$ cat config.mk
export PLATFORM = sky130hd
export DESIGN_NAME = apseq_top
export DESIGN_NICKNAME = d
export VERILOG_FILES = /design/src/rtl/apseq_pkg.sv /design/src/rtl/apseq_reqbyte.sv /design/src/rtl/apseq_payload.sv /design/src/rtl/apseq_ctrl.sv /design/src/rtl/apseq_top.sv
export SDC_FILE = /design/constraint.sdc
export NUM_CORES = 1
export LEC_CHECK = 0
export CORE_MARGIN = 3
export CORE_UTILIZATION = 45
export DETAILED_ROUTE_END_ITERATION = 8
export GPL_TIMING_DRIVEN = 0
export PLACE_DENSITY_LB_ADDON = 0.25
export SYNTH_ARGS = -nofsm -noshare
export SYNTH_HDL_FRONTEND = slang
export SYNTH_SLANG_ARGS = --single-unit
$ cat constraint.sdc
create_clock -name clk -period 4.45 [get_ports clk]
set_input_delay 0.6675 -clock clk [delete_from_list [all_inputs] [get_ports clk]]
set_output_delay 0.6675 -clock clk [all_outputs]
set_load 0.02 [all_outputs]
$ cat src/rtl/apseq_pkg.sv
// Package: shared widths, operation and step encodings, fixed request fields.
// Assumes a 32-bit data path and 3-bit acknowledge codes.
package apseq_pkg;
    localparam int DATA_W = 32;
    localparam int ADDR_W = 16;
    localparam int ACK_W  = 3;
    localparam int CMD_W  = 8;
    localparam int REGA_W = 2;

    localparam logic [ACK_W-1:0] ACK_OK = 3'b001;

    // Debug-port register addresses (A[3:2]) used by the sequence
    localparam logic [REGA_W-1:0] DPA_ABORT  = 2'b00;
    localparam logic [REGA_W-1:0] DPA_BANK   = 2'b10;
    localparam logic [REGA_W-1:0] DPA_RDBUF  = 2'b11;

    // Abort-register payloads
    localparam logic [7:0] ABT_CLR_STICKY = 8'h1E;
    localparam logic [7:0] ABT_ABORT_AP   = 8'h01;

    // Request bytes the interface checks rely on
    localparam logic [CMD_W-1:0] CMD_BANK_WR = 8'hB1;
    localparam logic [CMD_W-1:0] CMD_ABT_WR  = 8'h81;

    typedef enum logic [1:0] {
        OP_APRD   = 2'd0,
        OP_APWR   = 2'd1,
        OP_CLRERR = 2'd2,
        OP_ABORT  = 2'd3
    } op_kind_e;

    typedef enum logic [2:0] {
        ST_IDLE = 3'd0,
        ST_BANK = 3'd1,
        ST_AP   = 3'd2,
        ST_BUF  = 3'd3,
        ST_ABT  = 3'd4
    } step_e;
endpackage

$ cat src/rtl/apseq_reqbyte.sv
// Request-byte builder: packs port select, direction and register address
// with start, stop, park and even parity. Purely combinational.
module apseq_reqbyte
    import apseq_pkg::*;
(
    input  logic              port_ap,
    input  logic              is_read,
    input  logic [REGA_W-1:0] reg_a,
    output logic [CMD_W-1:0]  cmd
);
    logic par;

    // Parity covers port select, direction and both address bits
    always_comb par = port_ap ^ is_read ^ reg_a[0] ^ reg_a[1];

    // Field placement: park, stop, parity, A3, A2, direction, port, start
    always_comb cmd = {1'b1, 1'b0, par, reg_a[1], reg_a[0], is_read, port_ap, 1'b1};
endmodule

$ cat src/rtl/apseq_payload.sv
// Step decoder: for the current step and the latched operation, gives the
// request fields and the word to write. Assumes operands are stable while busy.
module apseq_payload
    import apseq_pkg::*;
(
    input  step_e              step,
    input  op_kind_e           kind,
    input  logic [ADDR_W-1:0]  addr,
    input  logic [DATA_W-1:0]  wdata,
    output logic               port_ap,
    output logic               is_read,
    output logic [REGA_W-1:0]  reg_a,
    output logic [DATA_W-1:0]  word
);
    localparam int PORT_LSB = DATA_W - 8;
    localparam int ZERO_MID = PORT_LSB - 8;

    logic [DATA_W-1:0] bank_word;
    logic [7:0]        abt_byte;

    // Bank-select word: port number on top, bank nibble at bits 7:4
    always_comb bank_word = {addr[15:8], {ZERO_MID{1'b0}}, addr[7:4], 4'b0000};

    // Abort payload differs only in the abort-port bit
    always_comb abt_byte = ABT_CLR_STICKY | ((kind == OP_ABORT) ? ABT_ABORT_AP : 8'h00);

    // Per-step field selection
    always_comb begin
        port_ap = 1'b0;
        is_read = 1'b0;
        reg_a   = '0;
        word    = '0;
        case (step)
            ST_BANK: begin
                reg_a = DPA_BANK;
                word  = bank_word;
            end
            ST_AP: begin
                port_ap = 1'b1;
                is_read = (kind == OP_APRD);
                reg_a   = addr[3:2];
                word    = (kind == OP_APWR) ? wdata : '0;
            end
            ST_BUF: begin
                is_read = 1'b1;
                reg_a   = DPA_RDBUF;
            end
            ST_ABT: begin
                reg_a = DPA_ABORT;
                word  = {{(DATA_W-8){1'b0}}, abt_byte};
            end
            default: ;
        endcase
    end
endmodule

$ cat src/rtl/apseq_ctrl.sv
// Step controller: accepts one operation at a time, walks its steps on each
// engine acknowledge, stops at the first non-OK code, and pulses done.
// Assumes the engine raises ack only while a request is presented.
module apseq_ctrl
    import apseq_pkg::*;
(
    input  logic               clk,
    input  logic               rst_n,
    input  logic               op_start,
    input  op_kind_e           op_kind,
    input  logic [ADDR_W-1:0]  op_addr,
    input  logic [DATA_W-1:0]  op_wdata,
    input  logic               xact_ack,
    input  logic [ACK_W-1:0]   xact_status,
    input  logic [DATA_W-1:0]  xact_rdata,
    output step_e              step,
    output op_kind_e           kind_q,
    output logic [ADDR_W-1:0]  addr_q,
    output logic [DATA_W-1:0]  wdata_q,
    output logic               op_ready,
    output logic               op_done,
    output logic [ACK_W-1:0]   op_status,
    output logic [DATA_W-1:0]  op_rdata
);
    logic last_step;
    logic is_abort;

    // Final step of a sequence: read-buffer read or abort write
    always_comb last_step = (step == ST_BUF) || (step == ST_ABT);
    always_comb is_abort  = (op_kind == OP_CLRERR) || (op_kind == OP_ABORT);
    always_comb op_ready  = (step == ST_IDLE);

    // Sequencing, operand capture and completion reporting
    always_ff @(posedge clk) begin
        if (!rst_n) begin
            step      <= ST_IDLE;
            kind_q    <= OP_APRD;
            addr_q    <= '0;
            wdata_q   <= '0;
            op_done   <= 1'b0;
            op_status <= '0;
            op_rdata  <= '0;
        end else begin
            op_done <= 1'b0;
            if (step == ST_IDLE) begin
                if (op_start) begin
                    kind_q  <= op_kind;
                    addr_q  <= op_addr;
                    wdata_q <= op_wdata;
                    step    <= is_abort ? ST_ABT : ST_BANK;
                end
            end else if (xact_ack) begin
                if ((xact_status != ACK_OK) || last_step) begin
                    step      <= ST_IDLE;
                    op_done   <= 1'b1;
                    op_status <= xact_status;
                    op_rdata  <= ((xact_status == ACK_OK) && (step == ST_BUF) && (kind_q == OP_APRD))
                                 ? xact_rdata : '0;
                end else begin
                    step <= (step == ST_BANK) ? ST_AP : ST_BUF;
                end
            end
        end
    end

    // a start while busy leaves the latched operation untouched
    a_r11_busy_start_ignored: assert property (@(posedge clk) disable iff (!rst_n)
        (!op_ready && op_start) |=> $stable(kind_q) && $stable(addr_q) && $stable(wdata_q));
endmodule

$ cat src/rtl/apseq_top.sv
// Access-port register sequencer top: wires the controller, the step decoder
// and the request-byte builder, and guards the engine-side handshake.
// Assumes a single engine that acknowledges each request exactly once.
module apseq_top
    import apseq_pkg::*;
(
    input  logic               clk,
    input  logic               rst_n,
    input  logic               op_start,
    input  logic [1:0]         op_kind,
    input  logic [ADDR_W-1:0]  op_addr,
    input  logic [DATA_W-1:0]  op_wdata,
    output logic               op_ready,
    output logic               op_done,
    output logic [ACK_W-1:0]   op_status,
    output logic [DATA_W-1:0]  op_rdata,
    output logic               xact_req,
    output logic [CMD_W-1:0]   xact_cmd,
    output logic [DATA_W-1:0]  xact_wdata,
    input  logic               xact_ack,
    input  logic [ACK_W-1:0]   xact_status,
    input  logic [DATA_W-1:0]  xact_rdata
);
    step_e              step;
    op_kind_e           kind_q;
    logic [ADDR_W-1:0]  addr_q;
    logic [DATA_W-1:0]  wdata_q;
    logic               port_ap;
    logic               is_read;
    logic [REGA_W-1:0]  reg_a;

    apseq_ctrl u_ctrl (
        .clk        (clk),
        .rst_n      (rst_n),
        .op_start   (op_start),
        .op_kind    (op_kind_e'(op_kind)),
        .op_addr    (op_addr),
        .op_wdata   (op_wdata),
        .xact_ack   (xact_ack),
        .xact_status(xact_status),
        .xact_rdata (xact_rdata),
        .step       (step),
        .kind_q     (kind_q),
        .addr_q     (addr_q),
        .wdata_q    (wdata_q),
        .op_ready   (op_ready),
        .op_done    (op_done),
        .op_status  (op_status),
        .op_rdata   (op_rdata)
    );

    apseq_payload u_payload (
        .step   (step),
        .kind   (kind_q),
        .addr   (addr_q),
        .wdata  (wdata_q),
        .port_ap(port_ap),
        .is_read(is_read),
        .reg_a  (reg_a),
        .word   (xact_wdata)
    );

    apseq_reqbyte u_reqbyte (
        .port_ap(port_ap),
        .is_read(is_read),
        .reg_a  (reg_a),
        .cmd    (xact_cmd)
    );

    // A request is outstanding whenever a step is active
    always_comb xact_req = (step != ST_IDLE);

    // reset leaves the block idle with no request and no done
    a_r1_idle_after_reset: assert property (@(posedge clk)
        !rst_n |=> op_ready && !xact_req && !op_done);

    // framing bits and even parity of every request byte
    a_r2_byte_frame: assert property (@(posedge clk) disable iff (!rst_n)
        xact_req |-> xact_cmd[0] && !xact_cmd[6] && xact_cmd[7] && !(^xact_cmd[5:1]));

    // bank-select word keeps unused bits clear
    a_r3_bank_word_clean: assert property (@(posedge clk) disable iff (!rst_n)
        (xact_req && xact_cmd == CMD_BANK_WR) |-> (xact_wdata[23:8] == '0) && (xact_wdata[3:0] == '0));

    // abort writes carry the sticky-clear bits
    a_r7_abort_payload: assert property (@(posedge clk) disable iff (!rst_n)
        (xact_req && xact_cmd == CMD_ABT_WR) |-> (xact_wdata[DATA_W-1:5] == '0) && (xact_wdata[4:1] == 4'hF));

    // request held steady until acknowledged
    a_r9_hold_until_ack: assert property (@(posedge clk) disable iff (!rst_n)
        (xact_req && !xact_ack) |=> xact_req && $stable(xact_cmd) && $stable(xact_wdata));

    // a non-OK code ends the sequence and is reported
    a_r8_stop_on_error: assert property (@(posedge clk) disable iff (!rst_n)
        (xact_req && xact_ack && xact_status != ACK_OK) |=> op_done && !xact_req && (op_status == $past(xact_status)));

    // done is a single-cycle pulse seen with ready
    a_r10_done_pulse: assert property (@(posedge clk) disable iff (!rst_n)
        op_done |-> op_ready ##1 !op_done);
endmodule

# Word level (Yosys, flattened, before mapping)
# Index checks and enable logic that the tools add are counted.
[classes] n_eq_ne=11 mux=14 bitwise_logic=6 reduce_logical=13
[op_table] operator="case mux 32 bit (3 select lines)" count=1
[op_table] operator="2-to-1 mux 32 bit" count=2
[op_table] operator="2-to-1 mux 3 bit" count=5
[op_table] operator="equality test 2 bit (second input constant)" count=3
[op_table] operator="equality test 3 x 1 -> 1 bit (second input constant)" count=2
[op_table] operator="equality test 3 x 2 -> 1 bit (second input constant)" count=2
[op_table] operator="case mux 2 bit (3 select lines)" count=1
[op_table] operator="2-to-1 mux 1 bit" count=4
[op_table] operator="AND reduction 2 bit" count=2
[op_table] operator="equality test 3 bit (second input constant)" count=1
[op_table] operator="logical NOT 3 bit" count=1
[op_table] operator="logical OR 1 bit" count=3
[op_table] operator="inequality test 3 x 1 -> 1 bit (second input constant)" count=1
[op_table] operator="NOT 1 bit" count=3
[op_table] operator="AND reduction 3 bit" count=1
[op_table] operator="nonzero test 3 bit" count=1
[op_table] operator="OR reduction 3 bit" count=1
[op_table] operator="XOR 1 bit" count=3
[op_table] operator="equality test 2 x 1 -> 1 bit (second input constant)" count=1
[op_table] operator="logical AND 1 bit" count=2
[op_table] operator="logical NOT 2 bit" count=1
[op_table] operator="inequality test 2 bit (second input constant)" count=1
[op_table] operator="case mux 1 bit (2 select lines)" count=1
[op_table] operator="nonzero test 2 bit" count=1
[totals] reg_bits=89 inputBits=89 out_inout_bits=78 elab_cells=51

# Logic depth before layout (Yosys ltp)
[depth] word_depth=6 mapped_depth=6 mapped_depth_nobuf=3

# Modules after synthesis
# A second synthesis with hierarchy kept.
[unflattened] hier_cells=398 hier_area_um2=3642.2
[modules_own_cells] module="apseq_ctrl" n_inst=1 cells_each=332 area_each_um2=3169.3 seq_area_each_um2=1781.7
[modules_own_cells] module="apseq_payload" n_inst=1 cells_each=52 area_each_um2=372.9 seq_area_each_um2=0.0
[modules_own_cells] module="apseq_reqbyte" n_inst=1 cells_each=13 area_each_um2=93.8 seq_area_each_um2=0.0
[modules_own_cells] module="apseq_top" n_inst=1 cells_each=1 area_each_um2=6.3 seq_area_each_um2=0.0

# Worst setup path after synthesis
# Ideal clock, no wire load.
[synth_timing] path_type="reg2out" from="register u_ctrl.step[2]" to="output port xact_wdata[0]" arrival_time_ps=1498 required_ps=3783 slack_ps=2284 path_stages_with_launch=5 n_path_buf=1 cell_sequence="dfxtp_1 > clkbuf_1 > nand2b_1 > o31a_1 > nor3b_1"
[synth_between] elab_chain_cells=2 elab_cells_between_ends=4 classes_between="3 x eq/ne; 1 x mux"
[synth_lines] item="start: declaration" line="apseq_ctrl.sv:16" text="output step_e step,"
[synth_lines] item="start signal: assignment" line="apseq_ctrl.sv:50" text="step <= is_abort ? ST_ABT : ST_BANK;"
[synth_lines] item="start signal: assignment" line="apseq_ctrl.sv:60" text="step <= (step == ST_BANK) ? ST_AP : ST_BUF;"
[synth_lines] item="equality test 3 bit, or another cell as far along" line="apseq_payload.sv:33" text="case (step)"
[synth_lines] item="case mux 32 bit (3 select lines) *" line="apseq_payload.sv:33"
[synth_lines] item="end: declaration" line="apseq_top.sv:19" text="output logic [DATA_W-1:0] xact_wdata,"
# Mark *: on every way between the ends. The rest lies on a longest branch, timed or not.

# Worst setup path after layout
[layout_timing] from="register u_ctrl.step[2]" to="output port xact_wdata[25]"
# The elaborated chain is that of the path after synthesis.

==> impl_metrics.py <==
metrics = {
    "synthesis": {
        "synth_area_leaders": "dfxtp_1, nand2_1, a21oi_1, o22ai_1, inv_1",
        "synth_edf_count": 0,
        "ys.flop_type": "dfxtp_1",
        "synth_area_leader_cell": "dfxtp_1",
        "syn_area_per_cell_um2": 7.96,
        "syn-instance-count": 455,
        "yosysTopAreaCellShare_pct": 48.1,
        "synth_area_mm2": 0.00362,
        "synth.distinct_cells": 37,
        "ys_warn_count": 0,
        "seq_area_frac_synth_pct": 48.1,
        "yosys-top-cells-count": "nand2_1, dfxtp_1, a21oi_1",
        "synthArstFlopShare_pct": 0,
        "ys_seq_elements": 87,
        "yosysMostFrequentCell": "nand2_1",
    },
    "placed_design": {
        "hpwl_um": 7910,
        "dp_slack_ns": 1.58,
        "post_dp_cell_area_mm2": 0.00536,
        "portBuffers": 161,
        "gp_congestion": 0.794,
    },
    "cells_and_area": {
        "num-nets-final": 717,
        "area_growth_pct": 54.7,
        "final_area_mm2": 0.00560,
        "antennaDiodeCount": 0,
        "layout-drive-gt1-share_pct": 6.00,
    },
    "setup_path": {
        "worst_ep_arrival_time_ns": 2.65,
        "timing.rr.start": "u_ctrl.step[0]",
        "path_cells": "clkbuf_1, nand2b_1, nor2_1, clkbuf_1, a22o_1, clkdlybuf4s50_1",
        "crit_end": "xact_wdata[25]",
        "slowest_stage": "clkdlybuf4s50_1",
        "path_depth": 6,
        "cp_num_buf_inv": 3,
        "rrSetupSlack_ns": 2.70,
        "endpoint_kind": "output port",
        "cp_data_required_time_ns": 3.78,
        "reg2reg_depth": 6,
        "cp-start-kind": "register",
        "reg2reg_to": "u_ctrl.wdata_q[25]",
        "cpLargestDelayFamily": "buffers and inverters",
        "path_common_cell": "clkbuf_1",
        "critPathKind": "reg -> out",
        "critPathMaxStageDelay_ns": 0.61,
        "critPathLaunch": "u_ctrl.step[2]",
        "crit_fanout": 10,
    },
    "sta": {
        "period_minus_slack_ns": 3.31,
        "rsz0062_at_grt": "no",
        "setup_viol": 0,
        "tightest_slew_ns": 0.698,
        "tns_ns": 0,
        "relSlewSlack_pct": 53.0,
        "timing.final.crit_share_pct": 74.5,
        "finalHoldViolCount": 0,
        "final.setup.worst_slack_ns": 1.14,
        "clock_skew_ns": 0.0125,
        "clock.fmax_mhz": 302,
        "maxSlewViolCount": 0,
        "worst_hold_slack_ns": 0.455,
    },
    "global_route": {
        "grt-ovfl-total": 0,
        "grt_pass1_vias": 3483,
        "grt_first_pass_wirelength_um": 16500,
        "antenna_found_initial": 0,
        "groute.usage.overall_pct": 22.7,
        "grt_max_degree": 15,
    },
    "hold_path": {
        "hold_path.class": "reg -> reg",
        "min_from": "u_ctrl.wdata_q[10]",
    },
    "detailed_routing": {
        "dr.pass1.iters": 5,
        "via_count": 3698,
        "vias_per_cell": 5.03,
        "wirelength_um": 10600,
        "drtAntennaViolNets": 0,
        "drc_errors": 0,
        "drtIter0Drc": 130,
        "wl_per_cell_um": 14.4,
    },
    "clocking": {
        "post_cts_buffers": 0,
        "clk_transition_reported_paths_ns": 0.08,
        "h-tree-depth": 3,
        "cts_max_path_buffers": 2,
        "cts_tree": "built",
        "ctsHoldBuffers": 0,
        "cts_sinks": 87,
        "cts_root_buf": "clkbuf_8",
        "cts_resized": 0,
        "cts_made_buffers": 9,
        "clock_latency_ns": 0.35,
    },
    "die": {
        "die_area_mm2": 0.00916,
        "die_height_um": 95.7,
        "rows": 32,
        "ios": 167,
        "initial_core_util_pct": 46.6,
        "die_w_um": 95.7,
        "coreArea_mm2": 0.00777,
    },
    "run_status": {
        "outcome": "completed",
    },
    "pwr": {
        "p_leak_nw": 2.22,
        "power_density_mw_per_mm2": 325,
        "ir_drop_mv": 0.185,
    },
    "flow_run": {
        "maxCapViolations": 0,
    },
}
==> stage by stage <==
step / utilization [%] / power, mW / cells
2_1_floorplan: - / 1.04 / 456
3_3_place_gp: 69.1 / 1.18 / 719
3_5_place_dp: 69.1 / 1.19 / 719
4_1_cts: 72.1 / 1.83 / 735
5_1_grt: 72.1 / 1.89 / 735
6_report: 72.1 / 1.82 / 735
==> worst min-delay path by stage <==
stage	to	depth (start not counted)
after floorplan	u_ctrl.wdata_q[10]	2
after global placement	u_ctrl.wdata_q[10]	2
after detailed placement	u_ctrl.wdata_q[17]	2
after CTS	u_ctrl.wdata_q[17]	2
after global routing	u_ctrl.wdata_q[17]	2
final	u_ctrl.wdata_q[10]	2
==> flip-flops by register name, summed over array words and instances, names as in the netlist <==
name              cells
u_ctrl.op_status      3
u_ctrl.kind_q         2
u_ctrl.addr_q        14
u_ctrl.op_done        1
u_ctrl.step           3
u_ctrl.op_rdata      32
u_ctrl.wdata_q       32
==> where the power goes <==
group,switching [mW],total [mW],internal [mW]
combinational,0.171,0.336,0.165
clock,0.271,0.646,0.375
sequential,0.0221,0.841,0.819
total,0.464,1.82,1.36
==> worst reg2reg max path: cells and delay by family, from the launching register on <==
kind,cells,cell delay [ns]
and+or+nand+nor,2,0.52
AOI/OAI and AO/OA,1,0.12
DFF,1,0.30
buffers and inverters,3,0.75
==> cell usage in the layout, fill, tap and decap left out, drive strengths merged, types with 4 or more instances in the layout <==
master	Yosys	final
nand2b	4	4
a22o	11	11
and2	16	16
clkdlybuf4s50	0	161
a21oi	52	52
dfxtp	87	87
inv	34	34
o22ai	32	32
nand2	135	135
nor3b	4	4
a21o	4	4
nor2	7	7
clkbuf	21	32
buf	18	18
==> area by class of cell <==
class                      instances  area (um^2)
buffer                            39          215
inverter                          35          131
tap                              102          128
fill                             633         2170
multi-input combinational        295         1540
timing repair buffer             161         1610
clock inverter                     5          106
sequential                        87         1740
clock buffer                      11          131
==> logic make-up (layout without fill, tap and decap cells) <==
group           after synthesis  in the layout  share of synthesized area [%]
xor+xnor                      1              1                          0.242
simple gates                180            180                           22.6
buf+inv                      74            251                           9.57
mux                           1              1                          0.276
other cells                   2              3                          0.207
flops                        87             87                           48.1
compound gates              110            110                           19.0
==> layer usage <==
metal / wire (um) / share of wire [%] / vias to the layer above / global-route usage (%)
met2: 5270 / 50 / 130 / 39.5
met5: 0 / 0 / - / 0
met4: 189 / 1.8 / 0 / 7.82
li1: - / - / 1831 / -
met3: 683 / 6.5 / 18 / 4.22
met1: 4410 / 42 / 1719 / 28.1
No activity file was read; power rests on OpenSTA's default activity.
